### config.mk
export PLATFORM = sky130hd
export DESIGN_NAME = freq_out_div
export DESIGN_NICKNAME = d
export VERILOG_FILES = /design/src/rtl/freq_out_div.sv
export SDC_FILE = /design/constraint.sdc
export NUM_CORES = 1
export LEC_CHECK = 0
export BUFFER_PORTS_ARGS = -buffer_cell sky130_fd_sc_hd__buf_2
export CAP_MARGIN = 5
export CORE_AREA = 3 3 50 52
export CTS_BUF_LIST = sky130_fd_sc_hd__clkbuf_2
export CTS_CLUSTER_DIAMETER = 100
export DETAILED_ROUTE_END_ITERATION = 16
export DIE_AREA = 0 0 53 55
export PLACE_DENSITY = 0.72
export SYNTH_ARGS = -nofsm -noshare
export SYNTH_HDL_FRONTEND = slang
export SYNTH_SLANG_ARGS = --single-unit
### constraint.sdc
create_clock -name clk -period 2.2 [get_ports clk]
set_input_delay 0.44 -clock clk [delete_from_list [all_inputs] [get_ports clk]]
set_output_delay 0.44 -clock clk [all_outputs]
set_load 0.03 [all_outputs]
### src/rtl/freq_out_div.sv
module freq_out_div #(
  parameter int MAX_RATIO = 30,
  parameter int NSRC      = 4,
  localparam int CNT_W    = $clog2(MAX_RATIO),
  localparam int SEL_W    = $clog2(NSRC)
) (
  input  logic            clk,
  input  logic            rst_n,
  input  logic            reg_we,
  input  logic            reg_addr,
  input  logic [3:0]      reg_wdata,
  output logic [3:0]      reg_rdata,
  input  logic [NSRC-1:0] src_lvl,
  input  logic            fix32k_n,
  input  logic            ce_hi,
  output logic            fout,
  output logic            fout_oe
);

  logic [2:0]       div_code;
  logic [SEL_W-1:0] src_sel;
  logic             out_en;
  logic [NSRC-1:0]  lvl_q;
  logic [CNT_W-1:0] cnt;
  logic [CNT_W-1:0] ratio;
  logic [CNT_W-1:0] hi_len;

  always_comb begin
    case (div_code)
      3'd0:    begin ratio = CNT_W'(1);  hi_len = CNT_W'(0);  end
      3'd1:    begin ratio = CNT_W'(2);  hi_len = CNT_W'(1);  end
      3'd2:    begin ratio = CNT_W'(3);  hi_len = CNT_W'(1);  end
      3'd3:    begin ratio = CNT_W'(6);  hi_len = CNT_W'(3);  end
      3'd4:    begin ratio = CNT_W'(5);  hi_len = CNT_W'(1);  end
      3'd5:    begin ratio = CNT_W'(10); hi_len = CNT_W'(5);  end
      3'd6:    begin ratio = CNT_W'(15); hi_len = CNT_W'(5);  end
      default: begin ratio = CNT_W'(30); hi_len = CNT_W'(15); end
    endcase
  end

  wire sel_lvl = src_lvl[src_sel];
  wire tick    = sel_lvl & ~lvl_q[src_sel];
  wire wr0     = reg_we & ~reg_addr;
  wire wr1     = reg_we &  reg_addr;
  wire cfg_chg = (wr0 && reg_wdata[2:0] != div_code) ||
                 (wr1 && reg_wdata[SEL_W-1:0] != src_sel);
  wire at_wrap = (cnt == ratio - CNT_W'(1));

  always_ff @(posedge clk or negedge rst_n) begin
    if (!rst_n) begin
      div_code <= '0;
      src_sel  <= '0;
      out_en   <= 1'b0;
    end else begin
      if (wr0) div_code <= reg_wdata[2:0];
      if (wr1) begin
        src_sel <= reg_wdata[SEL_W-1:0];
        out_en  <= reg_wdata[2];
      end
    end
  end

  always_ff @(posedge clk or negedge rst_n) begin
    if (!rst_n) begin
      lvl_q <= '0;
      cnt   <= '0;
    end else begin
      lvl_q <= src_lvl;
      if (cfg_chg)   cnt <= '0;
      else if (tick) cnt <= at_wrap ? '0 : cnt + CNT_W'(1);
    end
  end

  wire div_lvl = (div_code == 3'd0) ? sel_lvl : (cnt < hi_len);

  assign fout_oe   = ce_hi & (~fix32k_n | out_en);
  assign fout      = fout_oe & (fix32k_n ? div_lvl : src_lvl[0]);
  assign reg_rdata = reg_addr ? {1'b0, out_en, 2'(src_sel)} : {1'b0, div_code};


  cnt_range_chk: assert property (@(posedge clk) disable iff (!rst_n)
    cnt < ratio);


  restart_chk: assert property (@(posedge clk) disable iff (!rst_n)
    cfg_chg |=> cnt == '0);


  advance_chk: assert property (@(posedge clk) disable iff (!rst_n)
    (tick && !cfg_chg && !at_wrap) |=> cnt == CNT_W'($past(cnt) + 1'b1));


  hold_chk: assert property (@(posedge clk) disable iff (!rst_n)
    (!tick && !reg_we) |=> $stable(cnt));


  float_low_chk: assert property (@(posedge clk) disable iff (!rst_n)
    !fout_oe |-> !fout);


  ce_gate_chk: assert property (@(posedge clk) disable iff (!rst_n)
    !ce_hi |-> !fout_oe);

endmodule

Yosys cells after proc, flatten, opt, wreduce, memory -nomap -nowiden
Cells that the tools add are included.
{"block": "op_classes", "n_addsub": 2, "magnitude_cmp": 2, "n_eq_ne": 9, "mux": 12, "n_bitwise": 9, "reduce_logical": 7}
{"cell": "$pmux W5 S7", "n": 1}
{"cell": "$pmux W4 S4", "n": 1}
{"cell": "$mux W5", "n": 3}
{"cell": "$eq A3 B3 Y1 const B", "n": 3}
{"cell": "$eq A3 B2 Y1 const B", "n": 2}
{"cell": "$add A5 B1 Y5 const B", "n": 1}
{"cell": "$and A1 B1 Y1", "n": 5}
{"cell": "$eq A5 B5 Y1", "n": 1}
{"cell": "$lt A5 B5 Y1", "n": 1}
{"cell": "$sub A5 B1 Y5 const B", "n": 1}
{"cell": "$bmux W1 S2", "n": 2}
{"cell": "$mux W1", "n": 4}
{"cell": "$eq A3 B1 Y1 const B", "n": 1}
{"cell": "$logic_not A3 Y1", "n": 1}
{"cell": "$lt A2 B3 Y1 const B", "n": 1}
{"cell": "$mux W3", "n": 1}
{"cell": "$ne A3 B3 Y1", "n": 1}
{"cell": "$not A1 Y1", "n": 3}
{"cell": "$reduce_or A3 Y1", "n": 1}
{"cell": "$logic_and A1 B1 Y1", "n": 2}
{"cell": "$ne A2 B2 Y1", "n": 1}
{"cell": "$reduce_bool A2 Y1", "n": 1}
{"cell": "$reduce_or A2 Y1", "n": 1}
{"cell": "$logic_or A1 B1 Y1", "n": 1}
{"cell": "$or A1 B1 Y1", "n": 1}
{"block": "totals", "register_bits": 15, "inputBits": 14, "out_inout_bits": 6, "elab_cells": 46}

Longest topological paths before layout
Gate-level depths: netlist (run 1).
{"block": "depth", "word_depth": 7, "depth_mapped": 7, "mapped_depth_nobuf": 6}

Least setup slack after synthesis (run 1)
OpenSTA, ideal clock, no wires.
{"block": "synth_timing", "kind": "flip-flop to output port", "from": "register div_code[1]", "to": "output port fout", "arrival_time_ns": 1.894, "required_time_ns": 1.760, "path_slack_ns": -0.134, "stages_incl_launch_ff": 8, "path_buffers": 1, "cell_sequence": "dfrtp_1 -> buf_2 -> nand2_1 -> ha_1 -> a21o_1 -> a21o_1 -> a2111oi_0 -> o221a_2"}
{"block": "synth_via", "elab_chain_cells": 7, "word_cells_on_any_way": 14, "cone_classes": "order compare (1); eq/ne (6); mux (3); bitwise (1); reduce/logical (3)"}
{"item": "start: declaration", "line": "20", "source": "logic [2:0] div_code;"}
{"item": "start signal: assignment", "line": "55", "source": "if (wr0) div_code <= reg_wdata[2:0];"}
{"item": "$eq A3 B3 Y1, or another cell as far along", "line": "29", "source": "case (div_code)"}
{"item": "$reduce_or A3 Y1 (no source line) / $reduce_or A2 Y1 (equally long branches)"}
{"item": "$pmux W4 S4", "line": "29"}
{"item": "$lt A5 B5 Y1", "line": "74", "source": "wire div_lvl = (div_code == 3'd0) ? sel_lvl : (cnt < hi_len);"}
{"item": "$mux W1 (*)", "line": "74"}
{"item": "$mux W1 (*)", "line": "77", "source": "assign fout = fout_oe & (fix32k_n ? div_lvl : src_lvl[0]);"}
{"item": "$and A1 B1 Y1 (*)", "line": "77"}
{"item": "end: declaration", "line": "16", "source": "output logic fout,"}
Mark *: on every way between the ends. The rest lies on a longest branch, timed or not.

Worst setup path after layout (run 1)
{"block": "layout_timing", "from": "register div_code[0]", "to": "output port fout"}
The elaborated chain is that of the path after synthesis.

==> results of run 1 <==
flip-flops by register name (all words and copies together), names as in the netlist:
name / flops
out_en: 1
src_sel: 2
cnt: 5
lvl_q: 4
div_code: 3
placed cells by master, fill, tap and decap left out, types with 2 or more instances in the layout:
cell type	instances
a21o_1	2
a21oi_1	3
buf_2	16
buf_4	16
clkbuf_2	4
dfrtp_1	15
ha_1	3
mux2_2	9
mux4_2	2
nand2_1	6
nand2b_1	2
nand3_1	8
nor2_1	3
nor2b_4	2
nor3_1	2
nor4_1	3
xnor2_1	4
xor2_1	4
area by class of cell:
cell class / instances / area [um^2]
Fill cell: 187 / 866
Sequential cell: 15 / 375
Timing Repair Buffer: 33 / 211
Tap cell: 28 / 35.0
Inverter: 1 / 3.75
Clock buffer: 4 / 20.0
Multi-Input combinational cell: 73 / 637
metrics by stage:
step / hold WS (ps) / setup WS [ps] / TNS, ps / util [%]
6_report: 44.6 / -351 / -351 / 59.7
5_1_grt: 37.3 / -410 / -410 / 59.7
4_1_cts: 50.4 / -370 / -370 / 58.5
3_5_place_dp: 368 / -119 / -119 / 56.0
3_3_place_gp: 365 / -94.1 / -94.1 / 56.0
2_1_floorplan: 144 / 4.01 / 0 / -
how the worst max path moves through the flow:
stage / depth (start not counted) / start / end / slack [ps]
finish: 7 / div_code[0] / fout / -350
global route: 7 / div_code[1] / fout / -410
CTS: 7 / div_code[0] / fout / -370
detailed placement: 7 / div_code[1] / fout / -120
global placement: 7 / div_code[1] / fout / -90
floorplan: 7 / div_code[1] / fout / 4
repair_timing:
item                                    in CTS  in global routing
buffers inserted                             2                  1
gates resized for setup                      3                  4
pin swaps                                    1                  5
endpoints found under the setup margin       1                  1
report_power, final:
part / internal [W] / total, W / switching, W
sequential: 0.000310 / 0.000341 / 0.0000311
clock: 0.0000482 / 0.000133 / 0.0000850
combinational: 0.000231 / 0.000452 / 0.000221
total: 0.000589 / 0.000927 / 0.000338
kinds of logic (layout without fill, tap and decap cells):
group,Yosys count,after routing,synth area share [%]
buffers and inverters,9,38,6.03
adders and majority gates,4,4,4.83
xor gates and xnor gates,8,8,6.75
and+or+nand+nor,33,33,18.8
DFF,15,15,36.2
muxes,12,12,15.1
other,1,1,0.362
AOI/OAI and AO/OA,15,15,11.9
per-layer routing:
layer  vias to the layer above  global-route usage, %
met5                         -                      0
met4                         0                   3.83
met3                         2                   1.61
met2                         9                   29.5
met1                       397                   19.6
li1                        408                      -
==> results.sh, run 1 <==
export IMPL_status="finished, violations left"
export IMPL_violations="negative setup slack"
export IMPL_syn_inst=97
export IMPL_hold_viol_final=0
export IMPL_die_area_um2=2920
export IMPL_n_antenna_cell=0
export IMPL_top_layer="met4"
export IMPL_drt_pass1_iter_count=2
export IMPL_grt_max_degree=16
export IMPL_synth_fp_nets=115
export IMPL_placement_cell_area_um2=1200
export IMPL_start_util_pct=48.3
export IMPL_area_growth_syn_to_layout_pct=23.6
export IMPL_clockRootBuffer="clkbuf_2"
export IMPL_power_density_nw_per_um2=723
export IMPL_met1_length_um=986
export IMPL_core_area_um2=2150
export IMPL_wire_per_inst_um=13.9
export IMPL_cp_start_kind="flop"
export IMPL_cap_violations=0
export IMPL_vias=816
export IMPL_drcViolationCount=0
export IMPL_cpLargestDelayFamily="compound AO/OA/AOI/OAI gates"
export IMPL_cts_buffer_depth=2
export IMPL_rsz0062_at_grt="yes"
export IMPL_ant_nets=0
export IMPL_fp_dieW_um=53
export IMPL_worstReg2RegStart="div_code[1]"
export IMPL_drive_gt1_share_pct=46.0
export IMPL_rr_worst_depth=7
export IMPL_slew_violations=0
export IMPL_placed_cells=147
export IMPL_vdd_drop_max_v=0.000409
export IMPL_setup_worst_path_class="reg -> out"
export IMPL_skew_ps=6.61
export IMPL_seq_area_frac_synth_pct=36.2
export IMPL_hp_class="in -> async"
export IMPL_avgSynthCellArea_um2=10.7
export IMPL_dp_hpwl_um=1620
export IMPL_wl_met2_um=1080
export IMPL_synth_top_area_share_pct=36.2
export IMPL_numCtsBuffers=3
export IMPL_synth_common_cells="15 x dfrtp_1, 9 x mux2_2, 8 x nand3_1"
export IMPL_cp_max_fo=5
export IMPL_leakage_nw=0.582
export IMPL_drt_iter0_markers=6
export IMPL_cts_htree_levels=1
export IMPL_setup_violations=1
export IMPL_crit_buf_inv=1
export IMPL_grt_usage_pct=15.9
export IMPL_required_ps=1760
export IMPL_placementRows=17
export IMPL_final_cell_count_no_fill=154
export IMPL_grt_pass1_wl_um=3400
export IMPL_timing_fmax_ghz=0.392
export IMPL_crit_top_cell="a21o_1"
export IMPL_crit_path_max_incr_delay_ps=470
export IMPL_arrival_ps=2110
export IMPL_yosys_warnings=0
export IMPL_ys_ff_latch=15
export IMPL_path_clk_slew_ps=150
export IMPL_cts_sinks=15
export IMPL_critical_path_slowest_cell="dfrtp_1"
export IMPL_tritoncts="done"
export IMPL_place_congestion=0.798
export IMPL_gr_total_overflow=0
export IMPL_final_nets=145
export IMPL_synth_top_area_cell="dfrtp_1"
export IMPL_fin_crit_sh_pct=116
export IMPL_fin_ws_ps=-351
export IMPL_endpoint_kind="output port"
export IMPL_tightest_slew_ps=509
export IMPL_io_pins=20
export IMPL_cp_cell_sequence="nand2_2, ha_4, a21o_1, a21o_1, a2111oi_4, o221a_2, buf_6"
export IMPL_antenna_found_initial=0
export IMPL_grt_pass1_vias=790
export IMPL_finalPower_w=0.000927
export IMPL_yosysMostFrequentCell="dfrtp_1"
export IMPL_synth_area_leaders="dfrtp_1 36%, mux2_2 9.8%, ha_1 4.8%"
export IMPL_synth_top_flop_cell="dfrtp_1"
export IMPL_wl_met3_um=54
export IMPL_min_period_ps=2550
export IMPL_r2r_setup_slack_ps=290
export IMPL_vias_per_cell=5.30
export IMPL_slew_headroom_pct=65.8
export IMPL_cts_hold_buf=0
export IMPL_async_flop_share_pct=100
export IMPL_clock_latency_ps=270
export IMPL_synth_area_um2=1040
export IMPL_die_h_um=55
export IMPL_final_area_um2=1280
export IMPL_synth_edff_count=0
export IMPL_synth_cell_type_count=38
export IMPL_routed_wl_um=2130
export IMPL_timing_rr_end="cnt[4]"
export IMPL_io_buffer_count=17
Note: power is estimated with default switching activity, not from simulation.
==> inputs of run 2 (changes only) <==
Settings changed: CORE_AREA 3 3 50 52 to 3 3 48 50, DIE_AREA 0 0 53 55 to 0 0 51 53, PLACE_DENSITY 0.72 to 0.74.
Clock period 2.2 ns to 2.37 ns, I/O delays scaled along.
==> results.sh, run 2 (synthesis gave the netlist of run 1 again) <==
export IMPL_top_regs="cnt (5), lvl_q (4), div_code (3)"
export IMPL_gr_total_overflow=0
export IMPL_core_area_um2=1940
export IMPL_status="finished, violations left"
export IMPL_clockRootBuffer="clkbuf_2"
export IMPL_cp_start_kind="flop"
export IMPL_tritoncts="done"
export IMPL_cts_sinks=15
export IMPL_fp_dieW_um=51
export IMPL_grt_usage_pct=17.6
export IMPL_drive_gt1_share_pct=41.3
export IMPL_final_common_cell="buf_2"
export IMPL_grt_pass1_wl_um=3520
export IMPL_vias_per_cell=5.45
export IMPL_start_util_pct=53.4
export IMPL_multi_input_comb_area_um2=618
export IMPL_cts_buffer_depth=2
export IMPL_arrival_ps=2070
export IMPL_cp_max_fo=3
export IMPL_skew_ps=1.92
export IMPL_io_buffer_count=17
export IMPL_cts_htree_levels=1
export IMPL_crit_start="div_code[1]"
export IMPL_ant_nets=0
export IMPL_placement_cell_area_um2=1160
export IMPL_n_fill_cell=180
export IMPL_top_register="cnt"
export IMPL_rsz0062_at_grt="yes"
export IMPL_rr_worst_depth=7
export IMPL_routed_wl_um=2170
export IMPL_antenna_found_initial=0
export IMPL_slew_violations=0
export IMPL_vdd_drop_max_v=0.000456
export IMPL_leakage_nw=0.558
export IMPL_wire_per_inst_um=14.7
export IMPL_final_area_um2=1230
export IMPL_timing_rr_end="cnt[3]"
export IMPL_die_area_um2=2700
export IMPL_grt_max_degree=16
export IMPL_drt_pass1_iter_count=4
export IMPL_violations="negative setup slack"
export IMPL_min_period_ps=2540
export IMPL_drt_iter0_markers=8
export IMPL_fin_ws_ps=-170
export IMPL_endpoint_kind="output port"
export IMPL_die_h_um=53
export IMPL_timing_fmax_ghz=0.394
export IMPL_post_route_util_pct=63.3
export IMPL_clock_latency_ps=270
export IMPL_numCtsBuffers=3
export IMPL_required_ps=1900
export IMPL_largest_reg_flops=5
export IMPL_vias=806
export IMPL_io_pins=20
export IMPL_grt_pass1_vias=758
export IMPL_finalPower_w=0.000838
export IMPL_cap_violations=0
export IMPL_n_antenna_cell=0
export IMPL_path_clk_slew_ps=140
export IMPL_placementRows=16
export IMPL_regArea_um2=375
export IMPL_place_congestion=0.766
export IMPL_worstReg2RegStart="div_code[1]"
export IMPL_final_nets=140
export IMPL_power_density_nw_per_um2=682
export IMPL_dp_hpwl_um=1660
export IMPL_r2r_setup_slack_ps=540
export IMPL_drcViolationCount=0
export IMPL_hold_viol_final=0
export IMPL_hp_class="in -> async"
export IMPL_timing_hold_ws_ps=71.9
export IMPL_fin_tns_setup_ps=-170
export IMPL_area_growth_syn_to_layout_pct=18.5
export IMPL_setup_worst_path_class="reg -> out"
export IMPL_setup_violations=1
export IMPL_fin_crit_sh_pct=107
export IMPL_layout_common_cells="16 x buf_2, 15 x dfrtp_1, 10 x buf_4, 9 x mux2_2, 8 x nand3_1"
export IMPL_endpoint="fout"
==> run 2: changes by cell type in the layout (fill, tap and decap cells not counted), sizes merged <==
cell	change
buf	-5
==> run 2: stage by stage <==
stage	worst slack (ps)	std cells
after CTS	-198	148
after global routing	-241	148
after floorplan	1.62	97
final	-170	148
after detailed placement	-82.1	142
after global placement	-81.9	142
==> run 2: worst min path at each step <==
| stage | end | cells after the start | start |
|---|---|---|---|
| finish | div_code[1] | 1 | rst_n |
| CTS | div_code[2] | 1 | rst_n |
| floorplan | cnt[0] | 0 | rst_n |
| detailed placement | div_code[2] | 1 | rst_n |
| global placement | div_code[2] | 1 | rst_n |
| global route | div_code[1] | 1 | rst_n |
==> run 2: critical path, cell delays in order (launching register included) <==
cell,delay (ps)
dfrtp_1,400
nand2_1,70
ha_1,310
a21o_1,170
a21o_1,180
a2111oi_4,290
o221a_2,240
buf_6,130
==> run 2: power breakdown <==
part	leakage (nW)	switching [W]	internal, W	total [W]
clock network	0.0166	0.0000796	0.0000448	0.000124
registers	0.186	0.0000257	0.000288	0.000314
logic	0.355	0.000203	0.000198	0.000400
==> run 2: layer usage <==
layer | up-vias | track usage [%] | routed length [um]
li1 | 402 | - | -
met1 | 391 | 23.5 | 992
met2 | 11 | 28.3 | 1100
met3 | 2 | 2.82 | 60
met4 | 0 | 6.73 | 12
met5 | - | 0 | 0
==> run 2: repair_timing <==
item | CTS | global route
setup endpoints to repair | 1 | 1
endpoints found under the hold margin | 0 | 0
gates cloned | 0 | 0
setup buffers | 2 | 0
pin swaps | 6 | 0
hold buffers | 0 | 0
resized for setup | 4 | 3
==> run 2: cell type report <==
class                           instances  area share [%]
Clock buffer                            4            1.63
Inverter                                1           0.305
Multi-Input combinational cell         73            50.3
Sequential cell                        15            30.5
Tap cell                               27            2.75
Timing Repair Buffer                   28            14.5
